<file path="config.mk">
export PLATFORM = sky130hd
export DESIGN_NAME = aud_clk_tree
export DESIGN_NICKNAME = d
export VERILOG_FILES = /design/src/rtl/aud_clk_pkg.sv /design/src/rtl/aud_clk_sync.sv /design/src/rtl/aud_clk_gfmux.sv /design/src/rtl/aud_clk_div.sv /design/src/rtl/aud_clk_gate.sv /design/src/rtl/aud_clk_tree.sv
export SDC_FILE = /design/constraint.sdc
export NUM_CORES = 1
export LEC_CHECK = 0
export ABC_AREA = 1
export ABC_CLOCK_PERIOD_IN_PS = 2100
export BUFFER_PORTS_ARGS = -buffer_cell sky130_fd_sc_hd__buf_2
export CORE_MARGIN = 3
export CORE_UTILIZATION = 25
export DETAILED_ROUTE_END_ITERATION = 10
export HOLD_SLACK_MARGIN = 0.05
export PLACE_DENSITY = 0.49
export SETUP_SLACK_MARGIN = 0.05
export SLEW_MARGIN = 20
export SYNTH_ARGS = -nofsm -noshare
export SYNTH_HDL_FRONTEND = slang
export SYNTH_SLANG_ARGS = --single-unit
</file>
<file path="constraint.sdc">
create_clock -name clk -period 2.1 [get_ports clk]
set_input_delay 0.105 -clock clk [delete_from_list [all_inputs] [get_ports clk]]
set_output_delay 0.105 -clock clk [all_outputs]
set_load 0.005 [all_outputs]
</file>
<file path="src/rtl/aud_clk_pkg.sv">
package aud_clk_pkg;
  localparam int CTRL_W   = 32;
  localparam int DIV_W    = 6;
  localparam int NUM_SRC  = 3;
  localparam int NUM_PATH = 2;
  localparam int NUM_OUT  = 3;

  // Output k: 0 = system, 1 = port 0, 2 = port 1.
  function automatic int gate_bit(input int k);
    return 8 * k;
  endfunction

  function automatic int div_lsb(input int k);
    return 8 * k + 1;
  endfunction

  // Path 0 serves system and port 0, path 1 serves port 1.
  function automatic int sel_bit(input int p);
    return (p == 0) ? 7 : 23;
  endfunction

  function automatic int path_of(input int k);
    return (k == 2) ? 1 : 0;
  endfunction
endpackage

</file>
<file path="src/rtl/aud_clk_sync.sv">
module aud_clk_sync #(
  parameter int WIDTH  = 3,
  parameter int STAGES = 2
) (
  input  logic             clk,
  input  logic             rst,
  input  logic [WIDTH-1:0] d,
  output logic [WIDTH-1:0] q
);
  logic [WIDTH-1:0] chain [STAGES];

  always_ff @(posedge clk) begin
    if (rst) begin
      for (int i = 0; i < STAGES; i++) chain[i] <= '0;
    end else begin
      chain[0] <= d;
      for (int i = 1; i < STAGES; i++) chain[i] <= chain[i-1];
    end
  end

  assign q = chain[STAGES-1];
endmodule

</file>
<file path="src/rtl/aud_clk_gfmux.sv">
module aud_clk_gfmux (
  input  logic clk,
  input  logic rst,
  input  logic lvl_a,
  input  logic lvl_b,
  input  logic sel_want,
  output logic edge_o
);
  logic act_q;
  logic lvl_q;
  logic prev_q;

  always_ff @(posedge clk) begin
    if (rst) begin
      act_q  <= 1'b0;
      lvl_q  <= 1'b0;
      prev_q <= 1'b0;
    end else begin
      lvl_q  <= act_q ? lvl_b : lvl_a;
      prev_q <= lvl_q;
      if (sel_want != act_q && !lvl_a && !lvl_b) act_q <= sel_want;
    end
  end

  assign edge_o = lvl_q ^ prev_q;

  assert_switch_when_low_R8: assert property (@(posedge clk) disable iff (rst)
    !$stable(act_q) |-> $past(!lvl_a && !lvl_b));

  assert_follow_selected_R7: assert property (@(posedge clk) disable iff (rst)
    act_q |=> (lvl_q == $past(lvl_b)));
endmodule

</file>
<file path="src/rtl/aud_clk_div.sv">
module aud_clk_div #(
  parameter int DIV_W = 6
) (
  input  logic             clk,
  input  logic             rst,
  input  logic             edge_i,
  input  logic [DIV_W-1:0] field_i,
  output logic             div_o
);
  logic [DIV_W-1:0] cnt_q;
  logic [DIV_W-1:0] act_q;

  always_ff @(posedge clk) begin
    if (rst) begin
      cnt_q <= '0;
      act_q <= DIV_W'(1);
      div_o <= 1'b0;
    end else if (edge_i) begin
      if (cnt_q == act_q - 1'b1) begin
        cnt_q <= '0;
        div_o <= ~div_o;
        act_q <= (field_i == '0) ? DIV_W'(1) : field_i;
      end else begin
        cnt_q <= cnt_q + 1'b1;
      end
    end
  end

  assert_toggle_on_edge_R4: assert property (@(posedge clk) disable iff (rst)
    !$stable(div_o) |-> $past(edge_i));

  assert_count_in_range_R4: assert property (@(posedge clk) disable iff (rst)
    cnt_q < act_q);

  assert_never_zero_R5: assert property (@(posedge clk) disable iff (rst)
    act_q != '0);

  assert_reload_at_terminal_R6: assert property (@(posedge clk) disable iff (rst)
    !$stable(act_q) |-> !$stable(div_o));
endmodule

</file>
<file path="src/rtl/aud_clk_gate.sv">
module aud_clk_gate (
  input  logic clk,
  input  logic rst,
  input  logic div_i,
  input  logic en_i,
  output logic out_o
);
  logic en_q;

  always_ff @(posedge clk) begin
    if (rst) begin
      en_q  <= 1'b0;
      out_o <= 1'b0;
    end else begin
      if (!div_i) en_q <= en_i;
      out_o <= div_i & en_q;
    end
  end

  assert_enable_moves_low_R3: assert property (@(posedge clk) disable iff (rst)
    !$stable(en_q) |-> !$past(div_i));

  assert_high_needs_enable_R3: assert property (@(posedge clk) disable iff (rst)
    out_o |-> $past(en_q && div_i));
endmodule

</file>
<file path="src/rtl/aud_clk_tree.sv">
module aud_clk_tree
  import aud_clk_pkg::*;
#(
  parameter int                ADDR_W      = 8,
  parameter logic [ADDR_W-1:0] CTRL_ADDR   = 8'h04,
  parameter int                SYNC_STAGES = 2
) (
  input  logic              clk,
  input  logic              rst,
  input  logic              bus_wr,
  input  logic [ADDR_W-1:0] bus_addr,
  input  logic [CTRL_W-1:0] bus_wdata,
  input  logic              pll_clk,
  input  logic              i2s0_clk,
  input  logic              i2s1_clk,
  output logic              sys_clk_out,
  output logic              p0_clk_out,
  output logic              p1_clk_out
);
  logic [CTRL_W-1:0]   ctrl_q;
  logic [NUM_SRC-1:0]  src_s;
  logic [NUM_PATH-1:0] path_edge;
  logic [NUM_OUT-1:0]  div_clk;
  logic [NUM_OUT-1:0]  gated;
  logic                unused_ctrl;

  always_ff @(posedge clk) begin
    if (rst) ctrl_q <= '0;
    else if (bus_wr && bus_addr == CTRL_ADDR) ctrl_q <= bus_wdata;
  end

  assign unused_ctrl = ^{ctrl_q[CTRL_W-1:24], ctrl_q[15]};

  aud_clk_sync #(.WIDTH(NUM_SRC), .STAGES(SYNC_STAGES)) u_sync (
    .clk(clk), .rst(rst), .d({i2s1_clk, i2s0_clk, pll_clk}), .q(src_s)
  );

  for (genvar p = 0; p < NUM_PATH; p++) begin : g_path
    aud_clk_gfmux u_mux (
      .clk(clk), .rst(rst), .lvl_a(src_s[0]), .lvl_b(src_s[p+1]),
      .sel_want(ctrl_q[sel_bit(p)]), .edge_o(path_edge[p])
    );
  end

  for (genvar k = 0; k < NUM_OUT; k++) begin : g_out
    aud_clk_div #(.DIV_W(DIV_W)) u_div (
      .clk(clk), .rst(rst), .edge_i(path_edge[path_of(k)]),
      .field_i(ctrl_q[div_lsb(k) +: DIV_W]), .div_o(div_clk[k])
    );
    aud_clk_gate u_gate (
      .clk(clk), .rst(rst), .div_i(div_clk[k]),
      .en_i(ctrl_q[gate_bit(k)]), .out_o(gated[k])
    );
  end

  assign sys_clk_out = gated[0];
  assign p0_clk_out  = gated[1];
  assign p1_clk_out  = gated[2];

  assert_write_only_at_offset_R2: assert property (@(posedge clk) disable iff (rst)
    !$stable(ctrl_q) |-> $past(bus_wr && bus_addr == CTRL_ADDR));
endmodule

</file>
==> results of run 1 <==
[cells by family (layout without fill, tap and decap cells)]
group	after synthesis	in the layout	synth area share
multiplexers	2	2	0.00523
AO/OA/AOI/OAI	71	71	0.0977
flip-flops	80	80	0.418
XOR/XNOR	19	19	0.0435
AND/OR/NAND/NOR	255	255	0.297
buffers and inverters	115	171	0.119
adder cells (fa/ha/maj)	6	6	0.0196
[layout by cell type, fill, tap and decap left out, types with 3 or more instances in the layout]
cell type      synthesis  final
nor2_2                 3      4
nand3_1               29     29
a21oi_1               38     38
dfxtp_1               80     80
nor2_1                66     65
clkbuf_16              0      9
inv_1                 91     91
xnor2_1                3      3
inv_2                  7      7
buf_4                  1      7
nand2_2                7      7
ha_1                   6      6
buf_2                  3     39
nand4_1               16     16
nand2_1              121    121
dlygate4sd3_1          0     11
o21ai_0               28     28
bufinv_16              0      3
nor3_1                 3      3
xor2_1                16     16
[flip-flops by register name, summed over array words and instances (netlist names)]
register / flops
g_out.u_div.cnt_q: 18
g_path.u_mux.act_q: 2
g_out.u_gate.out_o: 3
g_out.u_gate.en_q: 3
g_out.u_div.act_q: 18
g_out.u_div.div_o: 3
u_sync.chain: 6
g_path.u_mux.prev_q: 2
ctrl_q: 23
g_path.u_mux.lvl_q: 2
[layout make-up]
type / count / area [um^2] / area share
clock buffers: 10 / 229 / 0.0489
clock inverters: 6 / 116 / 0.0248
multi-input cells: 353 / 1780 / 0.381
repair buffers: 57 / 358 / 0.0764
inverters: 98 / 368 / 0.0785
well taps: 184 / 230 / 0.0491
flip-flops and latches: 80 / 1600 / 0.342
[path summary, 6_finish.rpt]
kind / end / slack, ps / cells past startpoint
worst min-delay path: ctrl_q[8] / 50 / 3
worst max-delay path: g_out[2].u_div.cnt_q[0] / 300 / 10
worst max register to register: g_out[2].u_div.cnt_q[0] / 300 / 10
worst min register to register: u_sync.chain[0][4] / 400 / 2
[power groups by stage]
stage	sequential [mW]	clock [mW]	combinational, mW
after floorplan	1.69	0	0.676
after global placement	1.71	0	0.817
after detailed placement	1.71	0	0.836
after CTS	1.68	1.87	0.858
after global routing	1.69	1.92	0.995
final	1.68	1.80	0.856
[critical path, stage by stage (launching register included)]
cell,delay [ps]
dfxtp_1,370
inv_1,70
ha_1,300
nand2_1,70
inv_1,30
nor2_1,70
nand3_1,120
nor2_4,250
nand3_4,210
nand2_1,150
nor2_1,50
[per-stage QoR]
step / utilization / hold slack, ps
3_5_place_dp: 0.286 / 320
4_1_cts: 0.317 / 50.0
6_report: 0.318 / 54.6
2_1_floorplan: - / 212
5_1_grt: 0.318 / 65.6
3_3_place_gp: 0.286 / 316
[what timing repair did]
action                                  in CTS  in global routing
gates resized for setup                      0                  2
hold buffers                                11                  0
setup buffers                                0                  0
hold endpoints to repair                    11                  0
endpoints found under the setup margin       0                 13
[metal layers]
layer  track usage  wire, um  vias up
li1              -         -     1808
met1         0.124      4010     1447
met2         0.162      3430       57
met3        0.0254       315       11
met4        0.0367       140        0
met5             0         0        -
==> qor.csv, run 1 <==
metric,value,unit
cell area after layout,0.00469,mm^2
Avg WL per Cell,10.0,um
H-tree depth,3,
die area,0.0168,mm^2
worst-path fanout max,11,
CTS tree,yes,
initial antenna violation count,0,
Place WS,166,ps
1st-iter DRT viols,139,
sequential power share,0.387,
Synth top cells by count,"nand2_1 (121), inv_1 (91), dfxtp_1 (80)",
outcome,completed,
Placeable Area,0.0148,mm^2
Placed Cells,761,
number of synthesized flops with an enable pin,0,
Clock Path Buffers,2,
Clock Pin Slew Worst Setup and Hold Paths,60,ps
Comb power frac,0.198,
total wire length,7.89,mm
first-pass GRT wire length,13.8,mm
crit start category,flop,
min-delay src,bus_wdata[8],
DRT antenna net count,0,
WS Path Type,flop to flop,
Critical Path Source,g_out[2].u_div.act_q[0],
power consumption,4.33,mW
#FFs+latches synth,80,
gr usage total,0.0984,
post-synth design cell area,0.00383,mm^2
clk_skew,2.66,ps
Switching Fraction,0.283,
"count leader, synth",nand2_1,
Peak VDD IR,374,uV
share of the synthesized area in the top cell type,0.418,
clock share of power,0.415,
Ys Warns,0,
max_cap viols,0,
syn avg cell area,6.99,um^2
worst reg2reg startpoint,g_out[2].u_div.act_q[0],
layout cell share with drive strength beyond 1,0.147,
"Cell Count, Final, Fillers Out",788,
Worst Path Arrival,2020,ps
largest net degree at the start of global routing,47,
Least-Margin Pin Slew,412,ps
Tightest Hold Check Type,input pin to flop,
Synth-to-Final Area Change,22.4,%
final hold vios,0,
Synth Instances,548,
Clock Root Buffer,clkbuf_16,
final worst path period need,1800,ps
Synth area leaders,"dfxtp_1 (42%), nand2_1 (12%), inv_1 (8.9%)",
drt drc,0,
Congestion Overflow GR,0,
Async SR Flop Fraction,0,
Leak,2.14,nW
Setup TNS,0,ps
Die Height,130,um
slew margin rel.,0.725,
routability cong.,0.826,
n_diodes,0,
Main synth FF type,dfxtp_1,
TritonCTS Buffers,9,
Post-Syn Nets,600,
first-pass iteration count of the detailed router,4,
Buffers on Ports,39,
NetSw,1.23,mW
HPWL Detailed,5.63,mm
Vias/cell,4.22,
P per Cell Area,924,mW/mm^2
Netlist cell types,33,
DP Area,0.00422,mm^2
width of the die,130,um
I/O pin cnt,49,
cell accounting for the most synthesized area,dfxtp_1,
FMAX,557,MHz
Final period util,0.855,
clk_lat worst skew,330,ps
# fillers,1630,
"Seq/Total Area, Yosys",0.418,
Vias,3323,
Rows,44,
vias in the first global route,3149,
Final Max Tran Viols,0,
"Setup violations, final",0,
RSZ-0062 raised after global routing,no,
Critical Path End Type,flop,
WP data required,2330,ps
starting density of the core,0.259,
Nets,651,
P_int,3.10,mW
clock sink count,80,
Worst Slack Setup Final,304,ps
Power figures use the tool's default switching activity.
==> run 2, diff against run 1 <==
- ABC_AREA: 1 -> unset
- CORE_UTILIZATION: 25 -> 38
- PLACE_DENSITY: 0.49 -> 0.65
==> run 2 against run 1 <==
  * Via count fell by 21%
  * Clock power fell by 34%
  * Sequential share of layout area rose by 1.4 points
  * Critical path depth fell by 2
  * Worst setup slack got worse by 140 ps
  * Flip-flop and latch count did not move
  * Largest power group is now registers
  * Highest routed layer unchanged
==> qor.csv, run 2 <==
metric,value,unit
syn avg cell area,9.88,um^2
clock sink count,80,
clk_skew,12.4,ps
Worst Path Arrival,2220,ps
Setup TNS,0,ps
Peak VDD IR,538,uV
crit start category,flop,
"leading cell type in the layout, fill and taps excluded",dfxtp_1,
Critical Path End Type,flop,
Tightest Hold Check Type,input pin to flop,
Place WS,122,ps
width of the die,104,um
DRT antenna net count,0,
number of synthesized flops with an enable pin,0,
slew margin rel.,0.736,
clock share of power,0.405,
Switching Fraction,0.230,
share of the synthesized area in the top cell type,0.442,
Worst Setup EP,g_out[1].u_div.act_q[4],
die area,0.0107,mm^2
n_diodes,0,
Clock Pin Slew Worst Setup and Hold Paths,90,ps
cell accounting for the most synthesized area,dfxtp_1,
Vias,2640,
Buffers on Ports,39,
first-pass GRT wire length,11.3,mm
TritonCTS Buffers,9,
Synth Instances,367,
Leak,1.85,nW
max_cap viols,0,
WP data required,2390,ps
area taken by multi-input logic gates,0.00192,mm^2
Least-Margin Pin Slew,396,ps
Ys Warns,0,
total wire length,6.50,mm
P_int,2.24,mW
drt drc,0,
outcome,completed,
starting density of the core,0.392,
Vias/cell,4.60,
worst reg2reg startpoint,g_out[1].u_div.act_q[0],
clk_lat worst skew,350,ps
gr usage total,0.125,
WS Path Type,flop to flop,
"commonest non-fill, non-tap cells in the layout","dfxtp_1 (79), mux2i_1 (48), nor2_1 (42)",
Synth area leaders,"dfxtp_1 (44%), mux2i_1 (13%), nand2b_1 (5.4%)",
Comb power frac,0.063,
"count leader, synth",dfxtp_1,
"Seq/Total Area, Yosys",0.442,
Worst Slack Setup Final,166,ps
Netlist cell types,35,
worst-path fanout max,12,
largest register by flop count,ctrl_q,
FMAX,517,MHz
Final Max Tran Viols,0,
sequential standard cell area,0.00160,mm^2
vias in the first global route,2607,
NetSw,0.667,mW
biggest regs,"ctrl_q x23, g_out.u_div.act_q x18, g_out.u_div.cnt_q x18",
layout cell share with drive strength beyond 1,0.193,
#FFs+latches synth,80,
Avg WL per Cell,11.3,um
final hold vios,0,
register-to-register setup slack,170,ps
RSZ-0062 raised after global routing,yes,
Clock Root Buffer,clkbuf_8,
CTS tree,yes,
HPWL Detailed,4.44,mm
Critical Path Source,g_out[1].u_div.act_q[0],
1st-iter DRT viols,75,
Post-Syn Nets,419,
post-synth design cell area,0.00362,mm^2
Rows,35,
Nets,492,
Synth top cells by count,"dfxtp_1 (80), mux2i_1 (48), nor2_1 (42)",
Placeable Area,0.00924,mm^2
final worst path period need,1930,ps
Largest register FFs,23,
Worst R2R End,g_out[1].u_div.act_q[4],
r2r worst-path depth,8,
Final period util,0.921,
Main synth FF type,dfxtp_1,
first-pass iteration count of the detailed router,4,
Async SR Flop Fraction,0,
Synth-to-Final Area Change,24.2,%
Clock Path Buffers,2,
H-tree depth,3,
# fillers,868,
initial antenna violation count,0,
Congestion Overflow GR,0,
routability cong.,0.798,
sequential power share,0.532,
I/O pin cnt,49,
"Setup violations, final",0,
Die Height,104,um
P per Cell Area,645,mW/mm^2
largest net degree at the start of global routing,77,
## run 2: cells by family after synthesis
| family | after synthesis | synth area share |
|---|---|---|
| and+or+nand+nor | 140 | 0.207 |
| xor gates and xnor gates | 35 | 0.0866 |
| AOI/OAI and AO/OA | 31 | 0.0666 |
| muxes | 51 | 0.142 |
| adders and majority gates | 6 | 0.0207 |
| DFF | 80 | 0.442 |
| buffers and inverters | 24 | 0.0349 |
## run 2: worst max-delay path: stages (launching register included)
cell       delay (ps)
dfxtp_1           330
inv_1              40
ha_1              290
xnor2_1           130
a21oi_1           130
o2111ai_1         200
a2111oi_4         330
buf_6             230
mux2i_1           190
## run 2: metrics by stage
stage	utilization	total power [mW]	area (um^2)	hold WS [ps]	std cells
floorplan	-	1.67	3620	233	367
global placement	0.433	1.72	4000	321	532
detailed placement	0.433	1.72	4000	324	532
CTS	0.484	2.95	4470	209	574
global route	0.487	3.00	4500	240	574
finish	0.487	2.90	4500	218	574
## run 2: worst min path at each step
stage                       endpoint      from  cells past startpoint
6_report                   ctrl_q[4]       rst                      3
5_1_grt        g_out[0].u_gate.out_o       rst                      3
4_1_cts                    ctrl_q[2]       rst                      3
3_5_place_dp      u_sync.chain[0][2]  i2s1_clk                      2
3_3_place_gp      u_sync.chain[0][2]  i2s1_clk                      2
2_1_floorplan     u_sync.chain[0][0]   pll_clk                      1
## run 2: power groups by stage
stage / registers (mW) / clock network, mW / logic (mW)
after global placement: 1.58 / 0 / 0.142
after CTS: 1.54 / 1.22 / 0.182
after detailed placement: 1.58 / 0 / 0.146
final: 1.54 / 1.18 / 0.183
after floorplan: 1.58 / 0 / 0.0938
after global routing: 1.55 / 1.26 / 0.200
## run 2: timing repair
| action | in CTS | in global routing |
|---|---|---|
| hold buffers | 26 | 0 |
| hold endpoints to repair | 26 | 0 |
| endpoints found under the setup margin | 0 | 20 |
| buffers inserted | 0 | 0 |
| gates resized for setup | 0 | 6 |
## run 2: layer usage
metal | track usage | share of wire
met2 | 0.217 | 0.49
met1 | 0.151 | 0.47
met5 | 0 | 0
met3 | 0.0268 | 0.021
met4 | 0.0513 | 0.016
## run 2: cell type report
type                            count  area share
Multi-Input combinational cell    263       0.426
Sequential cell                    80       0.356
Timing Repair Buffer               80       0.130
Tap cell                          129      0.0359
Clock buffer                       10      0.0306
Clock inverter                      6      0.0164
Inverter                            6     0.00500
==> run 3, diff against run 2 <==
- CORE_UTILIZATION: 38 -> 30
- CTS_CLUSTER_DIAMETER: unset -> 50
- PLACE_DENSITY: 0.65 -> 0.55
==> run 3 against run 2 <==
  * Via count increased by 1.2%
  * Clock-buffer cell count up 3
  * Global-route usage decreased by 1.8 points
  * Register-to-register slack got worse by 30 ps
  * Sequential share of layout area is 0.85 points lower
  * Sequential power about the same
==> qor.csv, run 3 (synthesis results as in run 2) <==
metric,value,unit
WP data required,2320,ps
Nets,491,
H-tree depth,3,
largest register by flop count,ctrl_q,
NetSw,0.660,mW
"commonest non-fill, non-tap cells in the layout","dfxtp_1 (74), mux2i_1 (48), nor2_1 (42)",
Rows,39,
critical-path cell list,inv_1 > ha_4 > xnor2_1 > a21oi_1 > o2111ai_2 > a2111oi_4 > mux2_2,
worst reg2reg startpoint,g_out[1].u_div.act_q[0],
TritonCTS Buffers,9,
HPWL Detailed,4.42,mm
"leading cell type in the layout, fill and taps excluded",dfxtp_1,
DRT antenna net count,0,
I/O pin cnt,49,
Final period util,0.933,
Clock Root Buffer,clkbuf_16,
Synth-to-Final Area Change,27.9,%
area taken by multi-input logic gates,0.00194,mm^2
Critical Path End Type,flop,
CTS tree,yes,
clock share of power,0.473,
largest net degree at the start of global routing,102,
max_cap viols,0,
FMAX,510,MHz
final hold vios,0,
sequential standard cell area,0.00161,mm^2
Least-Margin Pin Slew,428,ps
DR WL met3,184,um
Worst R2R End,g_out[1].u_div.div_o,
worst-path fanout max,3,
drt drc,0,
hold slack,239,ps
Critical Path Source,g_out[1].u_div.act_q[0],
layout cell share with drive strength beyond 1,0.209,
# fillers,1131,
1st-iter DRT viols,79,
slew margin rel.,0.714,
"Setup violations, final",0,
Worst Setup EP,g_out[1].u_div.div_o,
Switching Fraction,0.201,
register-to-register setup slack,140,ps
Buffers on Ports,39,
Largest register FFs,23,
starting density of the core,0.312,
crit start category,flop,
Leak,1.88,nW
gr usage total,0.107,
clk_lat worst skew,330,ps
sequential power share,0.470,
Setup TNS,0,ps
clock sink count,80,
total wire length,6.77,mm
Peak VDD IR,537,uV
Vias,2672,
Avg WL per Cell,11.5,um
die area,0.0134,mm^2
WS Path Type,flop to flop,
P per Cell Area,708,mW/mm^2
clk_skew,5.63,ps
P_int,2.62,mW
n_diodes,0,
vias in the first global route,2584,
biggest regs,"ctrl_q x23, g_out.u_div.act_q x18, g_out.u_div.cnt_q x18",
Worst Path Arrival,2180,ps
Die Height,116,um
Congestion Overflow GR,0,
r2r worst-path depth,7,
final worst path period need,1960,ps
Final Max Tran Viols,0,
Comb power frac,0.057,
Placeable Area,0.0116,mm^2
first-pass iteration count of the detailed router,4,
Top Layer Used,met4,
Tightest Hold Check Type,input pin to flop,
width of the die,116,um
routability cong.,0.713,
Vias/cell,4.55,
Clock Path Buffers,2,
first-pass GRT wire length,11.6,mm
Metal-1 WL,3.26,mm
Clock Pin Slew Worst Setup and Hold Paths,60,ps
met2 wire length,3.23,mm
RSZ-0062 raised after global routing,no,
critical path's largest stage delay,450,ps
outcome,completed,
initial antenna violation count,0,
slowest cell on the critical path,a2111oi_4,
-- run 3: cell types whose count changed in the layout (fill, tap and decap cells not counted), moves of 3 or more --
cell and delta:
dfxtp_2 +4, dfxtp_1 -5, clkbuf_16 +9, inv_6 -3
clkbuf_8 -8
-- run 3: cell type report --
cell class | count | share of cell area
Clock inverter | 3 | 0.00863
Clock buffer | 13 | 0.0561
Tap cell | 143 | 0.0386
Multi-Input combinational cell | 263 | 0.419
Inverter | 6 | 0.00486
Sequential cell | 80 | 0.348
Timing Repair Buffer | 79 | 0.125
-- run 3: critical path: cells and delay by family (launching register included) --
family / cells / cell delay [ps]
flip-flops: 1 / 320
multiplexers: 1 / 380
buffers and inverters: 1 / 90
AO/OA/AOI/OAI: 3 / 750
XOR/XNOR: 1 / 110
adder cells (fa/ha/maj): 1 / 200
-- run 3: per-stage QoR --
step | util | cell area (um^2) | worst slack, ps | cells | power, mW
finish | 0.399 | 4640 | 140 | 587 | 3.28
global route | 0.399 | 4640 | 53.6 | 587 | 3.42
CTS | 0.394 | 4580 | 79.3 | 586 | 3.33
detailed placement | 0.345 | 4010 | 20.1 | 544 | 1.72
global placement | 0.345 | 4010 | 128 | 544 | 1.72
floorplan | - | 3620 | 105 | 367 | 1.67
-- run 3: power by group through the flow --
stage | Combinational [mW] | Sequential [mW] | Clock, mW
floorplan | 0.0938 | 1.58 | 0
global placement | 0.141 | 1.58 | 0
detailed placement | 0.144 | 1.58 | 0
CTS | 0.182 | 1.54 | 1.60
global route | 0.203 | 1.55 | 1.68
finish | 0.186 | 1.54 | 1.55
-- run 3: routing by layer --
layer  global-route usage  up-vias
met1                0.133     1236
met4               0.0394        0
met3               0.0313        8
met5                    0        -
li1                     -     1401
met2                0.176       27
-- run 3: repair_timing --
action,in CTS,in global routing
hold endpoints to repair,26,0
endpoints found under the setup margin,7,14
buffers inserted,0,1
hold buffers,26,0
resized for setup,5,12
pin swaps,1,9
-- run 3: worst min-delay path by stage --
stage / end / cells past startpoint / slack [ps] / from
2_1_floorplan: u_sync.chain[0][0] / 1 / 230 / pll_clk
4_1_cts: ctrl_q[0] / 3 / 270 / rst
5_1_grt: ctrl_q[1] / 3 / 290 / rst
3_5_place_dp: u_sync.chain[0][0] / 2 / 320 / pll_clk
3_3_place_gp: u_sync.chain[0][1] / 2 / 320 / i2s0_clk
6_report: ctrl_q[6] / 3 / 240 / rst
